===== src/rtl/pci_tgt_mem_pkg.sv =====
package pci_tgt_mem_pkg;

  localparam int unsigned DWORD_W = 32;

  typedef struct packed {
    logic we_lo;
    logic we_hi;
    logic ce;
    logic inc;
  } mem_strb_t;

  // byte address to word index for a lane width of 2**offs_w bytes
  function automatic logic [31:0] word_index(input logic [31:0] byte_addr,
                                             input int unsigned offs_w);
    return byte_addr >> offs_w;
  endfunction

  // lowest command bit selects direction, 1 = write
  function automatic logic cmd_is_write(input logic [3:0] command);
    return command[0];
  endfunction

  // narrow initiator writing the upper half: data sits on the low lane
  function automatic logic hi_from_low_lane(input logic wide, input logic hdat_n);
    return !wide && !hdat_n;
  endfunction

endpackage


===== src/rtl/pci_tgt_mem_addr_ctr.sv =====
module pci_tgt_mem_addr_ctr #(
  parameter int unsigned MEM_AW = 4
) (
  input  logic              clk,
  input  logic              rst_n,
  input  logic              load,
  input  logic [MEM_AW-1:0] load_idx,
  input  logic              inc,
  output logic [MEM_AW-1:0] idx
);

  logic [MEM_AW-1:0] idx_q;

  always_ff @(posedge clk) begin
    if (!rst_n) begin
      idx_q <= '0;
    end else if (load) begin
      idx_q <= load_idx;
    end else if (inc) begin
      idx_q <= idx_q + MEM_AW'(1);
    end
  end

  assign idx = idx_q;

endmodule


===== src/rtl/pci_tgt_mem_strobe_gen.sv =====
module pci_tgt_mem_strobe_gen
  import pci_tgt_mem_pkg::*;
#(
  parameter bit DW64 = 1'b1
) (
  input  logic      dir_wr,
  input  logic      bar_hit,
  input  logic      dxfr_n,
  input  logic      ack_n,
  input  logic      hdat_n,
  input  logic      ldat_n,
  input  logic      wide,
  output mem_strb_t strb,
  output logic      rd_hit,
  output logic      wr_hit
);

  assign wr_hit = !dxfr_n && dir_wr && bar_hit;
  assign rd_hit = !ack_n && !dir_wr && bar_hit;

  generate
    if (DW64) begin : g_w64
      assign strb.we_lo = wr_hit && (!ldat_n || wide);
      assign strb.we_hi = wr_hit && (!hdat_n || wide);
      assign strb.inc   = (wr_hit || rd_hit) && !hdat_n;
    end else begin : g_w32
      assign strb.we_lo = wr_hit;
      assign strb.we_hi = 1'b0;
      assign strb.inc   = wr_hit || rd_hit;
    end
  endgenerate

  assign strb.ce = wr_hit || rd_hit;

endmodule


===== src/rtl/pci_tgt_mem_wr_steer.sv =====
module pci_tgt_mem_wr_steer
  import pci_tgt_mem_pkg::*;
#(
  parameter bit DW64 = 1'b1
) (
  input  logic [2*DWORD_W-1:0] wr_data,
  input  logic                 wide,
  input  logic                 hdat_n,
  output logic [DWORD_W-1:0]   d_lo,
  output logic [DWORD_W-1:0]   d_hi
);

  assign d_lo = wr_data[DWORD_W-1:0];

  generate
    if (DW64) begin : g_w64
      always_comb begin
        if (hi_from_low_lane(wide, hdat_n)) d_hi = wr_data[DWORD_W-1:0];
        else                                d_hi = wr_data[2*DWORD_W-1:DWORD_W];
      end
    end else begin : g_w32
      assign d_hi = '0;
    end
  endgenerate

endmodule


===== src/rtl/pci_tgt_mem_adapter.sv =====
module pci_tgt_mem_adapter
  import pci_tgt_mem_pkg::*;
#(
  parameter int unsigned MEM_AW = 4,
  parameter bit          DW64   = 1'b1
) (
  input  logic              clk,
  input  logic              rst_n,
  input  logic              frame_n,
  input  logic [31:0]       start_addr,
  input  logic [3:0]        cmd,
  input  logic              bar_hit,
  input  logic              dxfr_n,
  input  logic              ack_n,
  input  logic              hdat_ack_n,
  input  logic              ldat_ack_n,
  input  logic              wide_xfer,
  input  logic [63:0]       wr_data,
  input  logic [31:0]       ram_q_lo,
  input  logic [31:0]       ram_q_hi,
  output logic [MEM_AW-1:0] ram_addr,
  output logic              ram_we_lo,
  output logic              ram_we_hi,
  output logic [31:0]       ram_d_lo,
  output logic [31:0]       ram_d_hi,
  output logic              ram_ce,
  output logic [63:0]       rd_data
);

  localparam int unsigned OFFS_W = DW64 ? 3 : 2;

  // named events, visible to the bound checker
  logic              frame_q;
  logic              dir_q;
  logic              start_evt;
  logic              inc_evt;
  logic              rd_inc_evt;
  logic              wr_evt;
  logic [MEM_AW-1:0] ld_idx;
  mem_strb_t         strb;

  always_ff @(posedge clk) begin
    if (!rst_n) begin
      frame_q <= 1'b1;
      dir_q   <= 1'b0;
    end else begin
      frame_q <= frame_n;
      if (start_evt) dir_q <= cmd_is_write(cmd);
    end
  end

  assign start_evt = frame_q && !frame_n;
  assign ld_idx    = MEM_AW'(word_index(start_addr, OFFS_W));

  pci_tgt_mem_strobe_gen #(.DW64(DW64)) strb_i (
    .dir_wr (dir_q),
    .bar_hit(bar_hit),
    .dxfr_n (dxfr_n),
    .ack_n  (ack_n),
    .hdat_n (hdat_ack_n),
    .ldat_n (ldat_ack_n),
    .wide   (wide_xfer),
    .strb   (strb),
    .rd_hit (rd_inc_evt),
    .wr_hit (wr_evt)
  );

  assign inc_evt = strb.inc;

  pci_tgt_mem_addr_ctr #(.MEM_AW(MEM_AW)) ctr_i (
    .clk     (clk),
    .rst_n   (rst_n),
    .load    (start_evt),
    .load_idx(ld_idx),
    .inc     (inc_evt),
    .idx     (ram_addr)
  );

  pci_tgt_mem_wr_steer #(.DW64(DW64)) steer_i (
    .wr_data(wr_data),
    .wide   (wide_xfer),
    .hdat_n (hdat_ack_n),
    .d_lo   (ram_d_lo),
    .d_hi   (ram_d_hi)
  );

  assign ram_we_lo = strb.we_lo;
  assign ram_we_hi = strb.we_hi;
  assign ram_ce    = strb.ce;

  generate
    if (DW64) begin : g_rd64
      assign rd_data = {ram_q_hi, ram_q_lo};
    end else begin : g_rd32
      logic unused_q_hi;
      assign unused_q_hi = ^ram_q_hi;
      assign rd_data = {32'd0, ram_q_lo};
    end
  endgenerate

endmodule


===== config.mk =====
export PLATFORM = sky130hd
export DESIGN_NAME = pci_tgt_mem_adapter
export DESIGN_NICKNAME = d
export VERILOG_FILES = /design/src/rtl/pci_tgt_mem_pkg.sv /design/src/rtl/pci_tgt_mem_addr_ctr.sv /design/src/rtl/pci_tgt_mem_strobe_gen.sv /design/src/rtl/pci_tgt_mem_wr_steer.sv /design/src/rtl/pci_tgt_mem_adapter.sv
export SDC_FILE = /design/constraint.sdc
export NUM_CORES = 1
export LEC_CHECK = 0
export ABC_AREA = 1
export BUFFER_PORTS_ARGS = -buffer_cell sky130_fd_sc_hd__buf_4
export CAP_MARGIN = 20
export CORE_AREA = 2 2 120 122
export DETAILED_ROUTE_END_ITERATION = 6
export DIE_AREA = 0 0 122 124
export PLACE_DENSITY = 0.48
export SLEW_MARGIN = 20
export SYNTH_ARGS = -nofsm -noshare
export SYNTH_HDL_FRONTEND = slang
export SYNTH_SLANG_ARGS = --single-unit
export TNS_END_PERCENT = 100

===== constraint.sdc =====
create_clock -name clk -period 1.35 [get_ports clk]
set_input_delay 0.27 -clock clk [delete_from_list [all_inputs] [get_ports clk]]
set_output_delay 0.27 -clock clk [all_outputs]
set_load 0.02 [all_outputs]

==> metrics.yaml <==
r2r_slack_ns: 0.15
placed_area_um2: 2250
ys_warn_count: 0
cts_tree: "built"
grt_max_degree: 25
dieArea_um2: 15100
ys_seq_area_share_pct: 7.39
dr.pass1.iters: 4
numPortBuffers: 148
utilization_pct: 18.2
finalCritPeriodShare_pct: 109
violations: "setup timing"
clk-insertion-delay-late_ns: 0.23
worst_slew_pin_slew_ns: 0.302
route.detailed.drc: 0
whs_path_depth: 3
synth_most_common_cell: "buf_4"
hold_violations: 0
cts_buffers: 3
viasPerCell: 3.12
num_rows: 43
antenna_found_initial: 0
drtIter0Drc: 7
layout_setup_ws_ns: -0.125
cts.clk_slew.worst_paths_ns: 0.03
crit_path_end_kind: "output pin"
holdPathEnd: "frame_q"
cts-root-buf: "clkbuf_16"
fin_area_um2: 2500
hpwl_um: 4260
leakagePower_nw: 1.29
synthCells: 195
synth_common_cells: "buf_4, mux2_4, nand2_1"
wl_per_cell_um: 11.3
r2r-end: "ctr_i.idx[2]"
outcome: "complete, but fails checks"
h-tree-depth: 1
worst_ep_required_time_ns: 1.08
die_x_um: 122
cap_violations: 0
start_util_pct: 11.8
crit_arrival_ns: 1.21
whs_ns: 0.229
placed_cells: 429
clock.fmax_ghz: 0.678
slew_headroom_pct: 79.8
worstSetupPathType: "input pin to output pin"
finalMaxSlewViolations: 0
area_growth_syn_to_layout_pct: 53.7
diodes: 0
track_usage_pct: 5.57
synth_area_um2: 1630
clock-sinks: 6
post-place-ws_ns: -0.205
yosys.area.top_type_share_pct: 44.3
worstPathMaxFanout: 7
num_vias: 1359
r2r_start: "ctr_i.idx[1]"
hp-class: "input pin to flip-flop"
io_pins: 308
fin_skew_ns: 0.00217
period_minus_slack_ns: 1.48
wirelength_um: 4900
min_from: "frame_n"
power.total_mw: 1.63
tns_ns: -3.58
fin_cells: 435
p_per_area_nw_per_um2: 654
reg2reg_depth: 6
gr-total-overflow: 0
avgSynthCellArea_um2: 8.33
fin_nets: 431
async_flop_share_pct: 0
ys_dominant_reg_cell: "dfxtp_1"
clk_path_buf_depth: 2
coreArea_um2: 13700
synth_top_area_cell: "buf_4"
rsz0062_at_grt: "yes"
grt_pass1_vias: 1336
setup_violations: 32
synth_edf_count: 0
peakVddDrop_mv: 0.387
cp-start-kind: "input pin"
synth-seq-cells: 6
hold_buffers: 0
final_antenna_net_count: 0
routabilityCongestion: 0.672
grt_pass1_wl_um: 6590
drive_above_1_share_pct: 76.9
synthTopCellsByArea: "buf_4, mux2_4, dfxtp_1"
synth_cell_type_count: 17
fp.dieH_um: 124
synthesis.nets: 369
[layout make-up]
class                      instances  area, um2
clock buffer                       3       75.1
fill                            1515      11200
inverter                           8       30.0
multi-input combinational         81        717
sequential                         6        120
tap                              180        225
timing repair buffer             157       1330
[power by group]
group	switching [mW]	leakage (nW)	total [mW]	internal (mW)
combinational	0.410	1.21	0.940	0.529
sequential	0.0154	0.0498	0.210	0.194
clock	0.104	0.0370	0.485	0.381
total	0.530	1.29	1.63	1.10
[routing by layer]
layer / up-vias / track usage [%] / part of all wire (%)
met5: - / 0 / 0
met4: 0 / 1.44 / 0.55
met3: 8 / 2.11 / 15
met2: 115 / 11.0 / 51
met1: 581 / 5.41 / 34
li1: 655 / - / -
[critical path: stages]
cell	delay, ns
buf_8	0.10
nor2_4	0.13
buf_4	0.13
buf_8	0.13
mux2_4	0.30
buf_6	0.13
[layout by cell type (no fill, tap or decap), drive strengths merged]
master and instances:
a21oi 6, buf 157, clkbuf 3, dfxtp 6, ha 1, inv 8, mux2 32, nand2 21
nand3 7, nand3b 2, nand4 1, nor2 8, o21ai 2, or2 1
[registers in the layout (all words and copies together) (netlist names)]
register / cells
frame_q: 1
dir_q: 1
ctr_i.idx: 4
[kinds of logic (layout without fill, tap and decap cells)]
family / after synthesis / count (layout) / synth area share (%)
AO/OA/AOI/OAI: 8 / 8 / 2.46
adder cells (fa/ha/maj): 1 / 1 / 0.770
buffers and inverters: 108 / 168 / 49.3
flip-flops: 6 / 6 / 7.39
multiplexers: 32 / 32 / 29.1
AND/OR/NAND/NOR: 40 / 40 / 11.0
[repair_timing]
action                                  CTS  global route
gates resized for setup                  38             2
buffers inserted                          3             0
gates cloned                              0             0
endpoints found under the setup margin   33            32
[how the worst max path moves through the flow]
stage                             from  slack (ns)      endpoint
after floorplan           ctr_i.idx[0]         0.1  ctr_i.idx[2]
final                       hdat_ack_n       -0.13   ram_d_hi[4]
after global routing        hdat_ack_n       -0.16  ram_d_hi[19]
after detailed placement    hdat_ack_n       -0.21  ram_d_hi[29]
after CTS                   hdat_ack_n       -0.13   ram_d_hi[8]
after global placement      hdat_ack_n       -0.20  ram_d_hi[29]
Power figures use the tool's default switching activity.
